### src/rtl/bridge_err_pkg.sv
package bridge_err_pkg;
  localparam int unsigned REG_W     = 32;
  localparam int unsigned FLAG_LSB  = 16;
  localparam int unsigned NUM_FLAGS = 4;
  localparam int unsigned CLASS_W   = 4;
  localparam int unsigned INDEX_W   = 8;

  localparam int unsigned IDX_BCOR   = 0;
  localparam int unsigned IDX_TABORT = 1;
  localparam int unsigned IDX_TO     = 2;
  localparam int unsigned IDX_EOC    = 3;

  localparam logic [CLASS_W-1:0] SCM_TABORT_CLASS = 4'd1;
  localparam logic [INDEX_W-1:0] SCM_TABORT_INDEX = 8'h01;
  localparam logic [CLASS_W-1:0] SCM_BCOR_CLASS   = 4'd2;
  localparam logic [INDEX_W-1:0] SCM_BCOR_INDEX   = 8'h00;

  typedef logic [NUM_FLAGS-1:0] flag_vec_t;
endpackage

### src/rtl/sticky_w1c.sv
module sticky_w1c (
  input  logic clk,
  input  logic rst_n,
  input  logic set_i,
  input  logic clr_i,
  output logic q_o
);
  logic q_d;
  logic q_q;

  always_comb begin
    q_d = q_q;
    if (clr_i) q_d = 1'b0;
    if (set_i) q_d = 1'b1;
  end

  always_ff @(posedge clk or negedge rst_n) begin
    if (!rst_n) q_q <= 1'b0;
    else        q_q <= q_d;
  end

  assign q_o = q_q;
endmodule

### src/rtl/scm_decode.sv
module scm_decode
  import bridge_err_pkg::*;
(
  input  logic               valid_i,
  input  logic [CLASS_W-1:0] class_i,
  input  logic [INDEX_W-1:0] index_i,
  output logic               tabort_o,
  output logic               bcor_o
);
  always_comb begin
    tabort_o = valid_i && (class_i == SCM_TABORT_CLASS) && (index_i == SCM_TABORT_INDEX);
    bcor_o   = valid_i && (class_i == SCM_BCOR_CLASS)   && (index_i == SCM_BCOR_INDEX);
  end
endmodule

### src/rtl/busy_watchdog.sv
module busy_watchdog #(
  parameter int unsigned LIMIT = 49152
) (
  input  logic clk,
  input  logic rst_n,
  input  logic frame_n,
  input  logic irdy_n,
  input  logic bridge_rst,
  output logic hit_o,
  output logic clr_ok_o
);
  localparam int unsigned CNT_W = $clog2(LIMIT + 1);
  localparam logic [CNT_W-1:0] CNT_MAX  = CNT_W'(LIMIT);
  localparam logic [CNT_W-1:0] CNT_LAST = CNT_W'(LIMIT - 1);

  logic             busy;
  logic [CNT_W-1:0] cnt_d, cnt_q;
  logic             armed_d, armed_q;
  logic             cnt_en;

  assign busy   = !frame_n || !irdy_n;
  assign cnt_en = busy && (cnt_q != CNT_MAX);
  assign hit_o  = busy && (cnt_q == CNT_LAST);

  always_comb begin
    cnt_d = cnt_q;
    if (!busy)       cnt_d = '0;
    else if (cnt_en) cnt_d = cnt_q + 1'b1;
  end

  always_comb begin
    armed_d = armed_q;
    if (hit_o)      armed_d = 1'b0;
    if (bridge_rst) armed_d = 1'b1;
  end

  always_ff @(posedge clk or negedge rst_n) begin
    if (!rst_n) begin
      cnt_q   <= '0;
      armed_q <= 1'b0;
    end else begin
      cnt_q   <= cnt_d;
      armed_q <= armed_d;
    end
  end

  assign clr_ok_o = armed_q;
endmodule

### src/rtl/bridge_err_status.sv
module bridge_err_status
  import bridge_err_pkg::*;
#(
  parameter bit          EOC_IMPL     = 1'b1,
  parameter int unsigned TIMEOUT_CLKS = 49152
) (
  input  logic               clk,
  input  logic               pwrgood_n,
  input  logic               bridge_rst,
  input  logic               frame_n,
  input  logic               irdy_n,
  input  logic               scm_valid,
  input  logic [CLASS_W-1:0] scm_class,
  input  logic [INDEX_W-1:0] scm_index,
  input  logic               eoc_mode,
  input  logic               np_req,
  input  logic               wr_en,
  input  logic [REG_W-1:0]   wr_data,
  output logic [REG_W-1:0]   rd_data
);
  logic [1:0] rst_sync_q;
  logic       rst_n;
  logic       to_hit, to_clr_ok, tabort_ev, bcor_ev;
  flag_vec_t  flag_set, flag_clr, flag_q;
  logic       unused_bits;

  always_ff @(posedge clk or negedge pwrgood_n) begin
    if (!pwrgood_n) rst_sync_q <= 2'b00;
    else            rst_sync_q <= {rst_sync_q[0], 1'b1};
  end
  assign rst_n = rst_sync_q[1];

  busy_watchdog #(.LIMIT(TIMEOUT_CLKS)) u_wdog (
    .clk        (clk),
    .rst_n      (rst_n),
    .frame_n    (frame_n),
    .irdy_n     (irdy_n),
    .bridge_rst (bridge_rst),
    .hit_o      (to_hit),
    .clr_ok_o   (to_clr_ok)
  );

  scm_decode u_scm (
    .valid_i  (scm_valid),
    .class_i  (scm_class),
    .index_i  (scm_index),
    .tabort_o (tabort_ev),
    .bcor_o   (bcor_ev)
  );

  always_comb begin
    flag_set             = '0;
    flag_set[IDX_BCOR]   = bcor_ev;
    flag_set[IDX_TABORT] = tabort_ev;
    flag_set[IDX_TO]     = to_hit;
    flag_set[IDX_EOC]    = eoc_mode && np_req;
    for (int i = 0; i < NUM_FLAGS; i++) begin
      flag_clr[i] = wr_en && wr_data[FLAG_LSB + i];
    end
    flag_clr[IDX_TO] = flag_clr[IDX_TO] && to_clr_ok;
  end

  for (genvar g = 0; g < NUM_FLAGS; g++) begin : g_flag
    if (g == IDX_EOC && !EOC_IMPL) begin : g_rsvd
      assign flag_q[g] = 1'b0;
    end else begin : g_impl
      sticky_w1c u_bit (
        .clk   (clk),
        .rst_n (rst_n),
        .set_i (flag_set[g]),
        .clr_i (flag_clr[g]),
        .q_o   (flag_q[g])
      );
    end
  end

  always_comb begin
    rd_data = '0;
    rd_data[FLAG_LSB +: NUM_FLAGS] = flag_q;
  end

  assign unused_bits = ^{wr_data[REG_W-1:FLAG_LSB+NUM_FLAGS], wr_data[FLAG_LSB-1:0],
                         flag_set, flag_clr};
endmodule

### config.mk
export PLATFORM = sky130hd
export DESIGN_NAME = bridge_err_status
export DESIGN_NICKNAME = d
export VERILOG_FILES = /design/src/rtl/bridge_err_pkg.sv /design/src/rtl/sticky_w1c.sv /design/src/rtl/scm_decode.sv /design/src/rtl/busy_watchdog.sv /design/src/rtl/bridge_err_status.sv
export SDC_FILE = /design/constraint.sdc
export NUM_CORES = 1
export LEC_CHECK = 0
export ABC_AREA = 1
export BUFFER_PORTS_ARGS = -buffer_cell sky130_fd_sc_hd__buf_4
export CELL_PAD_IN_SITES_DETAIL_PLACEMENT = 0
export CELL_PAD_IN_SITES_GLOBAL_PLACEMENT = 1
export CORE_MARGIN = 2
export CORE_UTILIZATION = 27
export DETAILED_ROUTE_END_ITERATION = 7
export GPL_TIMING_DRIVEN = 0
export PLACE_DENSITY = 0.78
export SKIP_LAST_GASP = 1
export SYNTH_ARGS = -nofsm -noshare
export SYNTH_HDL_FRONTEND = slang
export SYNTH_SLANG_ARGS = --single-unit
### constraint.sdc
create_clock -name clk -period 0.8 [get_ports clk]
set_input_delay 0.16 -clock clk [delete_from_list [all_inputs] [get_ports clk]]
set_output_delay 0.16 -clock clk [all_outputs]
set_load 0.01 [all_outputs]
# After elaboration in Yosys (flattened, before gate mapping)
# Index checks and enable logic that the tools add are counted.
word_totals:
  input_bits: 53
  out_inout_bits: 32
  elab_cells: 47
  ff_bits: 23
classes:
  n_mux: 12
  reduce_logical: 21
  add_sub_neg: 1
  n_eq_ne: 6
ops:
  columns: ["cell", "n"]
  rows:
  - ["16-bit 2-to-1 mux", 2]
  - ["16-bit by 1-bit adder with 16-bit output, second input constant", 1]
  - ["16-bit equality test, second input constant", 1]
  - ["16-bit inequality test, second input constant", 1]
  - ["1-bit logical AND", 12]
  - ["1-bit 2-to-1 mux", 10]
  - ["2-bit nonzero test", 5]
  - ["8-bit by 1-bit equality test with 1-bit output, second input constant", 1]
  - ["8-bit zero test", 1]
  - ["4-bit by 1-bit equality test with 1-bit output, second input constant", 1]
  - ["4-bit by 2-bit equality test with 1-bit output, second input constant", 1]
  - ["1-bit zero test", 2]
  - ["2-bit inequality test, second input constant", 1]
  - ["1-bit logical OR", 1]

# Depth between registers and ports, before layout
# Gate-level depths: netlist (run 1).
logic_depth:
  word_depth: 5
  mapped_depth: 8
  mapped_depth_nobuf: 8

# Modules after synthesis
# Synthesis (run 1) repeated with hierarchy kept, for this count alone.
hier_totals:
  cells_unflattened: 221
  area_unflattened_um2: 1602.8
modules_own_cells:
  columns: ["module", "cells_per_inst", "area_each_um2", "seq_area_each_um2", "instances"]
  rows:
  - ["busy_watchdog", 133, 1032.2, 425.4, 1]
  - ["bridge_err_status", 43, 309.0, 50.0, 1]
  - ["sticky_w1c", 5, 40.0, 25.0, 4]
  - ["scm_decode", 25, 101.3, 0.0, 1]

# Worst setup path after synthesis (run 1)
# OpenSTA, ideal clock, no wires.
synth_path:
  path_type: "reg-to-reg"
  startpoint: "register u_wdog.cnt_q[1]"
  endpoint: "register u_wdog.armed_q (netlist: u_wdog.clr_ok_o)"
  setup_ns: 0.116
  setup_slack_ns: -0.428
  t_required_ns: 0.684
  arrival_ns: 1.112
  path_buffers: 0
  synth_period_minus_slack_ns: 1.228
  path_stages_with_launch: 9
  cell_sequence: "dfrtp_1 -> ha_1 -> nand2_1 -> nor2_4 -> nand2_4 -> nor2_4 -> nand3_1 -> nand2_1 -> nand2_1"
synth_via:
  elab_chain_cells: 3
synth_lines:
  columns: ["element", "line_no", "text"]
  rows:
  - ["from (decl)", "busy_watchdog.sv:17", "logic [CNT_W-1:0] cnt_d, cnt_q;"]
  - ["from (signal assigned)", "busy_watchdog.sv:42", "cnt_q <= cnt_d;"]
  - ["16-bit equality test", "busy_watchdog.sv:23", "assign hit_o = busy && (cnt_q == CNT_LAST);"]
  - ["1-bit logical AND", "busy_watchdog.sv:23", null]
  - ["2-bit nonzero test (no line)", null, null]
  - ["to (signal assigned)", "busy_watchdog.sv:43", "armed_q <= armed_d;"]
  - ["to (decl)", "busy_watchdog.sv:18", "logic armed_d, armed_q;"]
# No other way between the ends.
# A chain may end at the register's enable or synchronous reset.

# Worst setup path after layout (run 1)
layout_path:
  startpoint: "register u_wdog.cnt_q[0]"
  endpoint: "register u_wdog.cnt_q[8]"
layout_via:
  elab_chain_cells: 3
  word_cells_on_any_way: 6
  classes_between: "add/sub (1); eq/ne (2); mux (2); reduce/logical (1)"
layout_lines:
  columns: ["element", "line_no"]
  rows:
  - ["16-bit by 1-bit adder with 16-bit output / 16-bit inequality test (equally long branches)", "busy_watchdog.sv:28, busy_watchdog.sv:22"]
  - ["16-bit 2-to-1 mux / 1-bit logical AND (equally long branches)", "busy_watchdog.sv:28, busy_watchdog.sv:22"]
  - ["16-bit 2-to-1 mux / 2-bit inequality test (equally long branches)", null]
# Parallel ways exist; a longest one is shown, timed or not. The select of a mux whose other input is x is not followed.

==> results of run 1 <==
sequential cells by signal, summed over array words and instances (netlist names):
signal                   count
u_wdog.clr_ok_o              1
u_wdog.cnt_q                16
g_flag.g_impl.u_bit.q_o      4
rst_sync_q                   2
power groups by stage:
stage	combinational (mW)	clock [mW]	sequential [mW]
detailed placement	0.606	0	1.38
global placement	0.599	0	1.38
floorplan	0.453	0	1.35
CTS	0.953	0.769	1.38
global route	1.08	0.821	1.41
finish	0.992	0.741	1.39
layer usage:
layer  routed length (um)  vias to the layer above  global-route usage
li1                     -                      702                   -
met3                  123                        9             0.02414
met1                 1431                      580              0.1364
met2                 1611                       26              0.1767
met5                    0                        -                   0
met4                   71                        0             0.03684
tightest hold or removal path: stages:
cell and delay [ns]:
buf_4 0.07, inv_1 0.03, nand2_1 0.05
what timing repair did:
item,CTS,global route
hold buffers,1,0
setup buffers,10,2
pin swaps,10,7
resized for setup,30,10
endpoints found under the setup margin,43,23
hold endpoints to repair,2,0
cells by family after synthesis:
| kind of cell | after synthesis | synth area share |
|---|---|---|
| other | 2 | 0.005044 |
| AND/OR/NAND/NOR | 102 | 0.3185 |
| buffers and inverters | 48 | 0.2025 |
| adder cells (fa/ha/maj) | 2 | 0.01680 |
| XOR/XNOR | 1 | 0.005883 |
| flip-flops | 23 | 0.3866 |
| AO/OA/AOI/OAI | 18 | 0.06470 |
cell usage after synthesis (2+ instances only):
cell	n
nand2_1	45
buf_4	32
nor2_1	27
dfrtp_1	23
inv_1	15
nand3_1	8
a21oi_1	7
nand4_1	6
o21ai_0	5
nor3_1	4
o21ai_1	4
nor2_2	3
nor2_4	3
conb_1	2
ha_1	2
metrics by stage:
step           setup TNS, ns  std cells  setup slack (ns)  hold slack (ns)
2_1_floorplan         -5.236        223           -0.4052          -0.1356
3_3_place_gp          -11.88        323           -0.5446         -0.05697
3_5_place_dp          -12.23        323           -0.5647         -0.05481
4_1_cts               -8.274        335           -0.5277          0.07301
5_1_grt               -10.27        337           -0.5974          0.06610
6_report              -8.593        337           -0.5085          0.07165
cell type report:
cell class	count	area, um^2
flip-flops and latches	23	580.6
well taps	72	90.09
fillers	572	3241
clock buffers	4	45.04
inverters	15	63.81
repair buffers	41	340.3
multi-input cells	152	818.3
plain buffers	30	226.5
worst min-delay path by stage:
stage	start	to	slack (ns)	cells after the start
3_3_place_gp	pwrgood_n	rst_sync_q[1]	-0.06	1
5_1_grt	bridge_rst	u_wdog.clr_ok_o	0.07	3
4_1_cts	bridge_rst	u_wdog.clr_ok_o	0.07	3
6_report	bridge_rst	u_wdog.clr_ok_o	0.07	3
3_5_place_dp	pwrgood_n	rst_sync_q[0]	-0.05	1
2_1_floorplan	pwrgood_n	rst_sync_q[0]	-0.14	0
==> summary.md, run 1 <==
| Metric | Value |
|---|---|
| Min-Delay Path Class | `in2reg` |
| RSZ-0062 raised after global routing | `yes` |
| Pwr Density | `1442 nW/um^2` |
| Critical path arrival | `1.47 ns` |
| Die width | `78.26 um` |
| R2r setup slk | `-0.51 ns` |
| Crit. Startpoint | `u_wdog.cnt_q[0]` |
| Comb power frac | `0.318` |
| Share of layout cells above drive strength 1 | `0.3925` |
| Worst setup endpoint | `u_wdog.cnt_q[8]` |
| CTS Buf Count | `3` |
| Pin count of the biggest net entering global routing | `22` |
| Synth top area cells | `dfrtp_1, buf_4, nand2_1, nor2_1, inv_1` |
| Endpoints failing setup | `22` |
| Synthesis Warnings | `0` |
| Nets@finish | `321` |
| Worst R2R Path Depth | `7` |
| Endpoints failing hold | `0` |
| Clock Sinks | `23` |
| Congestion Overflow GR | `0` |
| Row cnt | `27` |
| Final Cell Area | `2165 um^2` |
| Period utilization | `1.636` |
| Crit Reg-Reg Endpoint | `u_wdog.cnt_q[8]` |
| EDFF count, synth | `0` |
| Clock Power Share | `0.237` |
| Per-cell routed wire length | `9.611 um` |
| Most frequent CP cell | `nand2_4` |
| CP cell instances | `ha_4 -> nand2_4 -> nor2_4 -> nand2_4 -> buf_4 -> o21ai_2 -> a21oi_1` |
| WP buf/inv | `1` |
| Top-Level Pins | `85` |
| Minimum clock period | `1.309 ns` |
| Switch Pwr | `0.9834 mW` |
| Peak VDD IR | `1.108 mV` |
| Seq pwr share | `0.445` |
| Post-synthesis sequential area ratio | `0.3866` |
| Antenna fix cells | `0` |
| Final WS setup | `-0.5085 ns` |
| Port Buffer Count | `28` |
| Yosys top cell area share | `0.3866` |
| Clk_lat worst skew | `0.27 ns` |
| CP Capture Type | `flip-flop` |
| Post-detail-place hpwl | `2323 um` |
| DRC viols | `0` |
| Die area | `6125 um^2` |
| Final WL | `3239 um` |
| Synth Cell Area | `1489 um^2` |
| Post-synth top area cell | `dfrtp_1` |
| Syn_area_per_cell | `7.597 um^2` |
| DR vias | `1317` |
| FF-to-FF Start | `u_wdog.cnt_q[0]` |
| Count of pins over their slew limit | `0` |
| Status | `finished, violations left` |
| Clock-pin slew on the worst setup and hold paths | `0.08 ns` |
| Net Sw Frac | `0.3150` |
| CP max stage cell | `dfrtp_1` |
| Global-route wire length before repair | `5257 um` |
| Most frequent cells in the layout | `buf_4, nand2_1, conb_1, nor2_1, dfrtp_1` |
| Depth of the CTS H-tree | `1` |
| Failing checks | `negative setup slack` |
| Synth-to-layout area growth | `45.38%` |
| Initial core utilization | `0.2755` |
| Commonest non-fill, non-tap cell in the layout | `buf_4` |
| Final antenna-violating net count | `0` |
| CORE AREA | `5405 um^2` |
| Stages on worst setup path | `7` |
| Main flop type after synthesis | `dfrtp_1` |
| Post-Syn Instances | `196` |
| Max incr delay on CP | `0.42 ns` |
| Crit Path Class | `reg2reg` |
| Clock Skews | `0.003550 ns` |
| Maxcap violations | `0` |
| Worst Path Max Fanout | `5` |
| Vias per cell | `3.908` |
| Lkg Pwr | `1.122 nW` |
| Gr usage total | `0.1065` |
| CP delay by family, top | `flip-flops` |
| Utilization after layout | `0.4005` |
| Synth async-reset ratio | `1.000` |
| Die height | `78.26 um` |
| CTS tree | `built` |
| Vias in the first global route | `1157` |
| Drt pass-1 iters | `4` |
| GPL Wtd Cong | `0.7781` |
| CTS Buffer Depth | `2` |
| Initial antenna violation count | `0` |
| Peak Freq | `764.2 MHz` |
| Clock Root Buffer | `clkbuf_8` |
| Internal cell power | `2.139 mW` |
| Iter 0 DRT Violations | `41` |
| Critical Path Start Type | `flip-flop` |
| Design Power | `3.122 mW` |
| Seq cells post-synth | `23` |
| Dpl cell area | `1906 um^2` |
| Critical Path RT | `0.96 ns` |
| Netlist cell types | `25` |
Power figures use the tool's default switching activity.
==> run 2: changes to the inputs <==
--- a/config.mk
+++ b/config.mk
@@ -10,10 +10,10 @@
 export CELL_PAD_IN_SITES_DETAIL_PLACEMENT = 0
 export CELL_PAD_IN_SITES_GLOBAL_PLACEMENT = 1
 export CORE_MARGIN = 2
-export CORE_UTILIZATION = 27
+export CORE_UTILIZATION = 30
 export DETAILED_ROUTE_END_ITERATION = 7
 export GPL_TIMING_DRIVEN = 0
-export PLACE_DENSITY = 0.78
+export PLACE_DENSITY = 0.82
 export SKIP_LAST_GASP = 1
 export SYNTH_ARGS = -nofsm -noshare
 export SYNTH_HDL_FRONTEND = slang
==> constraint.sdc (replaced) <==
create_clock -name clk -period 1.5 [get_ports clk]
set_input_delay 0.3 -clock clk [delete_from_list [all_inputs] [get_ports clk]]
set_output_delay 0.3 -clock clk [all_outputs]
set_load 0.01 [all_outputs]
==> summary.md, run 2 (same netlist as run 1, synthesis figures left out) <==
| Metric | Value |
|---|---|
| Vias in the first global route | `1125 (-2.8%)` |
| Worst slew pin tran | `0.8837 ns` |
| Hold_ws | `0.2058 ns (+0.1342 ns)` |
| DR vias | `1236 (-6.2%)` |
| Crit Path Class | `reg2reg` |
| Peak VDD IR | `0.5597 mV (-49%)` |
| Initial antenna violation count | `0 (unchanged)` |
| Die height | `74.45 um (-4.9%)` |
| Vias per cell | `3.815 (-2.4%)` |
| Period utilization | `0.9165 (-0.7192)` |
| Drt pass-1 iters | `4 (unchanged)` |
| Antenna fix cells | `0 (unchanged)` |
| RSZ-0062 raised after global routing | `no` |
| Largest Register | `u_wdog.cnt_q` |
| Pre-CTS WS | `0.1061 ns (+0.6708 ns)` |
| Die area | `5543 um^2 (-9.5%)` |
| Critical Path Start Type | `flip-flop` |
| Dpl cell area | `1884 um^2 (-1.1%)` |
| Maxcap violations | `0 (unchanged)` |
| Minimum clock period | `1.375 ns (+0.06620 ns)` |
| GPL Wtd Cong | `0.7709 (-0.93%)` |
| Rel. slew slack | `0.4108` |
| Post-Place Cells | `318 (-1.5%)` |
| Max reg flops | `16 (unchanged)` |
| Final WL | `2860 um (-12%)` |
| Clock Skews | `0.005771 ns (+0.002221 ns)` |
| Iter 0 DRT Violations | `40 (-2.4%)` |
| Final Cell Area | `1947 um^2 (-10%)` |
| Final antenna-violating net count | `0 (unchanged)` |
| Critical Path RT | `1.66 ns (+0.70 ns)` |
| Clk_lat worst skew | `0.27 ns (about the same)` |
| Top-Level Pins | `85 (unchanged)` |
| Global-route wire length before repair | `4823 um (-8.3%)` |
| CTS Buffer Depth | `2 (unchanged)` |
| CTS tree | `built` |
| Commonest non-fill, non-tap cell in the layout | `buf_4` |
| Fill cells | `516 (-9.8%)` |
| Most frequent cells in the layout | `buf_4, nand2_1, conb_1, nor2_1, dfrtp_1` |
| Count of pins over their slew limit | `0 (unchanged)` |
| Lkg Pwr | `1.030 nW (-8.2%)` |
| Endpoints failing setup | `0 (-100%)` |
| Die width | `74.45 um (-4.9%)` |
| Nets@finish | `313 (-2.5%)` |
| Share of layout cells above drive strength 1 | `0.2879 (-0.1045)` |
| Row cnt | `25 (-7.4%)` |
| Depth of the CTS H-tree | `1 (unchanged)` |
| Post-route non-filler standard cell count | `324 (-3.9%)` |
| Per-cell routed wire length | `8.827 um (-8.2%)` |
| Clock Sinks | `23 (unchanged)` |
| CP Capture Type | `flip-flop` |
| Initial core utilization | `0.3132 (+0.03769)` |
| Post-route setup TNS | `0 ns (+8.593 ns)` |
| Endpoints failing hold | `0 (unchanged)` |
| Port Buffer Count | `28 (unchanged)` |
| Peak Freq | `727.4 MHz (-4.8%)` |
| Critical path arrival | `1.54 ns (+0.07 ns)` |
| Worst Path Max Fanout | `4 (-1)` |
| CTS Buf Count | `3 (unchanged)` |
| CORE AREA | `4755 um^2 (-12%)` |
| Gr usage total | `0.1128 (+0.006296)` |
| Congestion Overflow GR | `0 (unchanged)` |
| Pwr Density | `732.0 nW/um^2 (-49%)` |
| Synth-to-layout area growth | `30.76%` |
| Clock-pin slew on the worst setup and hold paths | `0.08 ns (about the same)` |
| Final WS setup | `0.1253 ns (+0.6338 ns)` |
| Clock Root Buffer | `clkbuf_8` |
| Pin count of the biggest net entering global routing | `22 (unchanged)` |
| Post-CTS Resized | `0 (-100%)` |
| Status | `completed` |
| Min-Delay Path Class | `in2reg` |
| Post-detail-place hpwl | `2314 um (-0.40%)` |
| DRC viols | `0 (unchanged)` |
run 2: stage by stage:
stage / utilization / power [mW]
after global placement: 0.3963 / 1.042
after CTS: 0.4079 / 1.445
after global routing: 0.4095 / 1.507
after detailed placement: 0.3963 / 1.048
after floorplan: - / 0.9543
final: 0.4095 / 1.425
run 2: path summary, 6_finish.rpt:
path / slack (ns) / cells past startpoint / end / start
worst max-delay path: 0.13 / 7 / u_wdog.cnt_q[0] / u_wdog.cnt_q[0]
worst min-delay path: 0.21 / 3 / u_wdog.clr_ok_o / bridge_rst
worst max register to register: 0.13 / 7 / u_wdog.cnt_q[0] / u_wdog.cnt_q[0]
worst min register to register: 0.36 / 0 / rst_sync_q[1] / rst_sync_q[0]
max in group asynchronous: 0.59 / 0 / u_wdog.cnt_q[9] / rst_sync_q[1]
min in group asynchronous: 0.34 / 2 / rst_sync_q[1] / pwrgood_n
run 2: timing repair:
action / CTS / global route
endpoints found under the setup margin: 0 / 1
hold endpoints to repair: 2 / 0
buffers inserted: 0 / 1
hold buffers: 1 / 0
run 2: layout make-up:
class,instances,area (um^2),area share
Buffer,33,245.2,0.1260
Clock buffer,4,45.04,0.02314
Inverter,15,56.30,0.02892
Multi-Input combinational cell,152,713.2,0.3663
Sequential cell,23,575.6,0.2956
Tap cell,67,83.83,0.04306
Timing Repair Buffer,30,227.7,0.1170
run 2: worst max-delay path: stages, from the launching register on:
cell     delay, ns
dfrtp_1       0.40
inv_1         0.17
ha_1          0.18
nand2_1       0.05
nor2_1        0.19
nand2_1       0.13
nand3_1       0.09
nand2_1       0.05
run 2: metal layers:
metal  share of wire  global-route usage
met5               0                   0
met4           0.011             0.02976
met3           0.041             0.02846
met2            0.51              0.1986
met1            0.44              0.1374
run 2: where the power goes:
| group | internal (mW) | total (mW) | switching, mW |
|---|---|---|---|
| Sequential | 0.663 | 0.717 | 0.0538 |
| Clock | 0.190 | 0.390 | 0.200 |
| Combinational | 0.160 | 0.318 | 0.159 |
